--- src/rtl/rrc_pkg.sv ---
package rrc_pkg;
  localparam int FREQ_W = 23;
  typedef enum logic {
    ST_IDLE = 1'b0,
    ST_RUN  = 1'b1
  } rrc_state_e;
endpackage

--- src/rtl/rrc_fall_det.sv ---
module rrc_fall_det (
  input  logic clk,
  input  logic rst_n,
  input  logic din,
  output logic fall
);
  logic prev_q;

  always_ff @(posedge clk or negedge rst_n) begin
    if (!rst_n) prev_q <= 1'b0;
    else        prev_q <= din;
  end

  assign fall = prev_q & ~din;
endmodule

--- src/rtl/rrc_gate_timer.sv ---
module rrc_gate_timer #(
  parameter int BASE_EXP = 14
) (
  input  logic       clk,
  input  logic       rst_n,
  input  logic       clear,
  input  logic       run,
  input  logic       tick,
  input  logic [1:0] sel,
  output logic       last
);
  localparam int TW = BASE_EXP + 3;

  logic [TW-1:0] cnt_q, cnt_d, limit;
  logic          cnt_en;

  always_comb begin
    limit  = {TW{1'b1}} >> (2'd3 - sel);
    cnt_en = clear | (run & tick);
    cnt_d  = clear ? '0 : cnt_q + 1'b1;
    last   = run & tick & (cnt_q == limit);
  end

  always_ff @(posedge clk or negedge rst_n) begin
    if (!rst_n)      cnt_q <= '0;
    else if (cnt_en) cnt_q <= cnt_d;
  end
endmodule

--- src/rtl/rrc_sat_acc.sv ---
module rrc_sat_acc #(
  parameter int W = 23
) (
  input  logic         clk,
  input  logic         rst_n,
  input  logic         clear,
  input  logic         run,
  input  logic         evt,
  output logic [W-1:0] acc_next
);
  localparam logic [W-1:0] TOP = {W{1'b1}};

  logic [W-1:0] acc_q;
  logic         acc_en;

  always_comb begin
    acc_en = clear | run;
    if (clear)                           acc_next = '0;
    else if (run && evt && acc_q != TOP) acc_next = acc_q + 1'b1;
    else                                 acc_next = acc_q;
  end

  always_ff @(posedge clk or negedge rst_n) begin
    if (!rst_n)      acc_q <= '0;
    else if (acc_en) acc_q <= acc_next;
  end
endmodule

--- src/rtl/rate_ratio_counter.sv ---
module rate_ratio_counter #(
  parameter int BASE_EXP = 14,
  parameter int CNT_W    = 23
) (
  input  logic       clk,
  input  logic       rst_n,
  input  logic       meas_en,
  input  logic       lock_ref_en,
  input  logic       restart,
  input  logic       ref_tick,
  input  logic       data_evt,
  input  logic [1:0] range_sel,
  input  logic       lol,
  output logic       done,
  output logic       rate_ok,
  output logic [6:0] freq_hi,
  output logic [7:0] freq_mid,
  output logic [7:0] freq_lo
);
  import rrc_pkg::*;

  logic             rs_meta_q, srst_n;
  logic             rst_fall, win_last, abort, start, clear;
  rrc_state_e       state_q, state_d;
  logic             done_q, done_d, res_en, sel_en;
  logic [1:0]       sel_q;
  logic [CNT_W-1:0] acc_next, res_q;
  logic [FREQ_W-1:0] res_wide;
  logic             run;

  // reset: asserted at once, released on the clock
  always_ff @(posedge clk or negedge rst_n) begin
    if (!rst_n) begin
      rs_meta_q <= 1'b0;
      srst_n    <= 1'b0;
    end else begin
      rs_meta_q <= 1'b1;
      srst_n    <= rs_meta_q;
    end
  end

  rrc_fall_det u_fall (
    .clk  (clk),
    .rst_n(srst_n),
    .din  (restart),
    .fall (rst_fall)
  );

  assign run = (state_q == ST_RUN);

  rrc_gate_timer #(.BASE_EXP(BASE_EXP)) u_timer (
    .clk  (clk),
    .rst_n(srst_n),
    .clear(clear),
    .run  (run),
    .tick (ref_tick),
    .sel  (sel_q),
    .last (win_last)
  );

  rrc_sat_acc #(.W(CNT_W)) u_acc (
    .clk     (clk),
    .rst_n   (srst_n),
    .clear   (clear),
    .run     (run),
    .evt     (data_evt),
    .acc_next(acc_next)
  );

  // next-state
  always_comb begin
    abort   = ~meas_en | lock_ref_en;
    start   = rst_fall & ~abort;
    clear   = start;
    sel_en  = start;
    state_d = state_q;
    done_d  = done_q;
    res_en  = 1'b0;
    if (rst_fall) begin
      done_d  = 1'b0;
      state_d = abort ? ST_IDLE : ST_RUN;
    end else if (run && abort) begin
      state_d = ST_IDLE;
    end else if (win_last) begin
      state_d = ST_IDLE;
      done_d  = 1'b1;
      res_en  = 1'b1;
    end
  end

  // registers
  always_ff @(posedge clk or negedge srst_n) begin
    if (!srst_n) begin
      state_q <= ST_IDLE;
      done_q  <= 1'b0;
    end else begin
      state_q <= state_d;
      done_q  <= done_d;
    end
  end

  always_ff @(posedge clk or negedge srst_n) begin
    if (!srst_n)     sel_q <= 2'd0;
    else if (sel_en) sel_q <= range_sel;
  end

  always_ff @(posedge clk or negedge srst_n) begin
    if (!srst_n)     res_q <= '0;
    else if (res_en) res_q <= acc_next;
  end

  always_comb begin
    res_wide              = '0;
    res_wide[CNT_W-1:0]   = res_q;
  end

  assign freq_hi  = res_wide[22:16];
  assign freq_mid = res_wide[15:8];
  assign freq_lo  = res_wide[7:0];
  assign done     = done_q & ~(meas_en & lock_ref_en);
  assign rate_ok  = done & ~lol;
endmodule

--- config.mk ---
export PLATFORM = sky130hd
export DESIGN_NAME = rate_ratio_counter
export DESIGN_NICKNAME = d
export VERILOG_FILES = /design/src/rtl/rrc_pkg.sv /design/src/rtl/rrc_fall_det.sv /design/src/rtl/rrc_gate_timer.sv /design/src/rtl/rrc_sat_acc.sv /design/src/rtl/rate_ratio_counter.sv
export SDC_FILE = /design/constraint.sdc
export NUM_CORES = 1
export LEC_CHECK = 0
export BUFFER_PORTS_ARGS = -buffer_cell sky130_fd_sc_hd__buf_4
export CORE_MARGIN = 2
export CORE_UTILIZATION = 58
export CTS_CLUSTER_SIZE = 24
export DETAILED_ROUTE_END_ITERATION = 7
export PLACE_DENSITY = 0.86
export SLEW_MARGIN = 20
export SYNTH_ARGS = -nofsm -noshare
export SYNTH_HDL_FRONTEND = slang
export SYNTH_SLANG_ARGS = --single-unit
--- constraint.sdc ---
create_clock -name clk -period 2.35 [get_ports clk]
set_input_delay 0 -clock clk [delete_from_list [all_inputs] [get_ports clk]]
set_output_delay 0 -clock clk [all_outputs]
set_load 0.01 [all_outputs]
==> reports/metrics.yaml <==
status: "finished, final reports clean"
rows: 27
routed_wl_um: 6810
crit_path_start_kind: "flop"
grt_max_degree: 41
root_buffer: "clkbuf_8"
htreeDepth: 3
end_kind: "flop"
floorplan.die.width_um: 79.9
power_switching_uw: 543
seqPwrFrac_pct: 55.8
antenna_found_initial: 0
muxShareOfSynthArea_pct: 1.57
clock_latency_ns: 0.35
power_leakage_nw: 1.82
synthSimpleGateAreaFrac_pct: 23.3
fillers: 437
antennaDiodeCount: 0
path_cells: "nand4_2 > or3_1 > o211ai_1 > xor2_1 > o21ai_0"
cts.sinks: 70
cts_tree: "done"
slew_violations: 0
portBuffers: 34
worstMarginPinSlew_ns: 0.647
cts_buffer_depth: 2
layout_min_cycle_time_ns: 2.04
grt_pass1_vias: 2573
drtIter0Drc: 237
clk_pin_slew_worst_paths_ns: 0.07
route.detailed.drc: 0
dp.final_hpwl_um: 4850
core_area_um2: 5540
drv_cap: 0
grt_usage_pct: 24.5
dp_cells: 433
postRouteAntennaNets: 0
drive_gt1_share_pct: 18.0
power.total_mw: 2.32
routedWlPerCell_um: 15.0
holdCritPathClass: "in2reg"
fin_util_pct: 70.9
slowest_stage: "or3_1"
layout_setup_ws_ns: 0.312
power.density_nw_per_um2: 590
vias: 2557
synth_fa_ha_area_share_pct: 0.750
switching_share_pct: 23.4
synth_nets: 345
synthArstFlopShare_pct: 100
fin_cells: 455
fin_area_um2: 3930
post-route-period-util_pct: 86.7
p_comb_share_pct: 5.6
viasPerCell: 5.62
p_int_mw: 1.78
die_h_um: 79.9
grt_pass1_wl_um: 11900
synth_cells: 333
ios: 35
yosysWarningCount: 0
grt-ovfl-total: 0
ys.flop_type: "dfrtp_1"
synth_top_family_by_area: "simple AND/OR/NAND/NOR gates"
numCtsBuffers: 9
synth_edf_count: 0
dr.pass1.iters: 4
setup_tns_ns: 0
final_hold_viol_count: 0
crit_type: "reg2reg"
area_growth_pct: 17.7
start_util_pct: 60.3
dpl_cell_area_um2: 3690
cp.required_ns: 2.57
synth.distinct_cells: 43
clock_skew_ns: 0.00539
dp_slack_ns: 0.296
routabilityCongestion: 0.915
die_area_um2: 6380
r2r_slack_ns: 0.31
finalSetupViolCount: 0
peakVddDrop_v: 0.000549
max_freq_mhz: 491
avgSynthCellArea_um2: 10.0
crit_arrival_ns: 2.26
ys_ff_latch: 70
clockPowerShare_pct: 38.6
rsz0062_at_grt: "no"
critPathMaxFanout: 16
seq_area_frac_synth_pct: 52.5
timing.slew.headroom_pct: 56.9
nets: 390
cts_resized: 0
synth_xor_area_share_pct: 8.66
synth_compound_area_share_pct: 10.6
netlist_area_um2: 3340
worst_hold_slack_ns: 0.0133
slowest_delay_ns: 0.65
## flip-flops by register name, summed over array words and instances, names as in the netlist
signal and flops:
srst_n 1, u_acc.acc_q 23, u_timer.cnt_q 17, sel_q 2, rs_meta_q 1, run 1, done_q 1, res_q 23
u_fall.prev_q 1
## power by group through the flow
stage	sequential (mW)	clock, mW	combinational (mW)
finish	1.29	0.895	0.130
global route	1.30	0.955	0.148
CTS	1.29	0.912	0.131
detailed placement	1.32	0	0.123
global placement	1.31	0	0.118
floorplan	1.31	0	0.0779
## synthesized netlist by cell type, types with 4 or more instances
cell type	count	area share, %
dfrtp_1	70	52
nor2_1	48	5.4
nand2_1	33	3.7
xor2_1	21	5.5
o21ai_1	20	3.0
nand3_1	14	2.1
xnor2_1	12	3.1
nand4_1	11	2.1
nor3_1	10	1.5
o21ai_0	9	1.3
a21oi_1	8	1.2
clkbuf_1	8	0.90
and4_1	7	1.8
and2_1	5	0.94
and3_1	5	0.94
nor2b_1	5	0.94
buf_2	4	0.60
o2111ai_1	4	1.0
## layout by cell type (no fill, tap or decap), drive strengths merged, types with 10 or more instances in the layout
cell type	Yosys	layout
nor2	48	48
buf	6	42
xnor2	12	12
nand3	14	14
o21ai	31	31
xor2	21	21
nand2	33	33
nor3	10	10
clkbuf	8	16
dfrtp	70	70
nand4	13	13
## layout make-up
cell class,instances,area [um^2],share of cell area [%]
repair buffers,48,388,9.88
flip-flops and latches,70,1750,44.6
inverters,3,11.3,0.287
clock buffers,16,180,4.59
multi-input cells,246,1510,38.3
well taps,72,90.1,2.29
## final timing paths
kind / cells after the start / start / to
max: 5 / u_acc.acc_q[12]$_DFFE_PN0P_ / res_q[8]$_DFFE_PN0P_
min: 3 / meas_en / run$_DFFE_PN0P_
max reg2reg: 5 / u_acc.acc_q[12]$_DFFE_PN0P_ / res_q[8]$_DFFE_PN0P_
min reg2reg: 0 / srst_n$_DFF_PN0_ / u_acc.acc_q[5]$_DFFE_PN0P_
max in group asynchronous: 1 / srst_n$_DFF_PN0_ / u_timer.cnt_q[11]$_DFFE_PN0P_
min in group asynchronous: 0 / srst_n$_DFF_PN0_ / u_acc.acc_q[5]$_DFFE_PN0P_
## worst max-delay path, delay by kind of cell (launching register included)
kind	cells	cell delay [ns]
AO/OA/AOI/OAI	2	0.42
XOR/XNOR	1	0.22
flip-flops	1	0.44
AND/OR/NAND/NOR	2	0.83
## layer usage
metal | track usage (%) | up-vias | share of wire [%]
met5 | 0 | - | 0
met4 | 10.0 | 0 | 1.1
met3 | 6.33 | 8 | 5.8
met2 | 38.0 | 63 | 48
met1 | 33.0 | 1236 | 45
li1 | - | 1250 | -
## logic make-up (layout without fill, tap and decap cells)
| group | count (synthesis) | after routing |
|---|---|---|
| buffers and inverters | 17 | 67 |
| adders and majority gates | 2 | 2 |
| DFF | 70 | 70 |
| and+or+nand+nor | 152 | 152 |
| AOI/OAI and AO/OA | 53 | 53 |
| muxes | 5 | 5 |
| other | 1 | 1 |
| xor gates and xnor gates | 33 | 33 |
## timing repair
action,4_1_cts,5_1_grt
buffers inserted,0,0
hold buffers,6,0
hold endpoints to repair,6,0
Power figures use the tool's default switching activity.
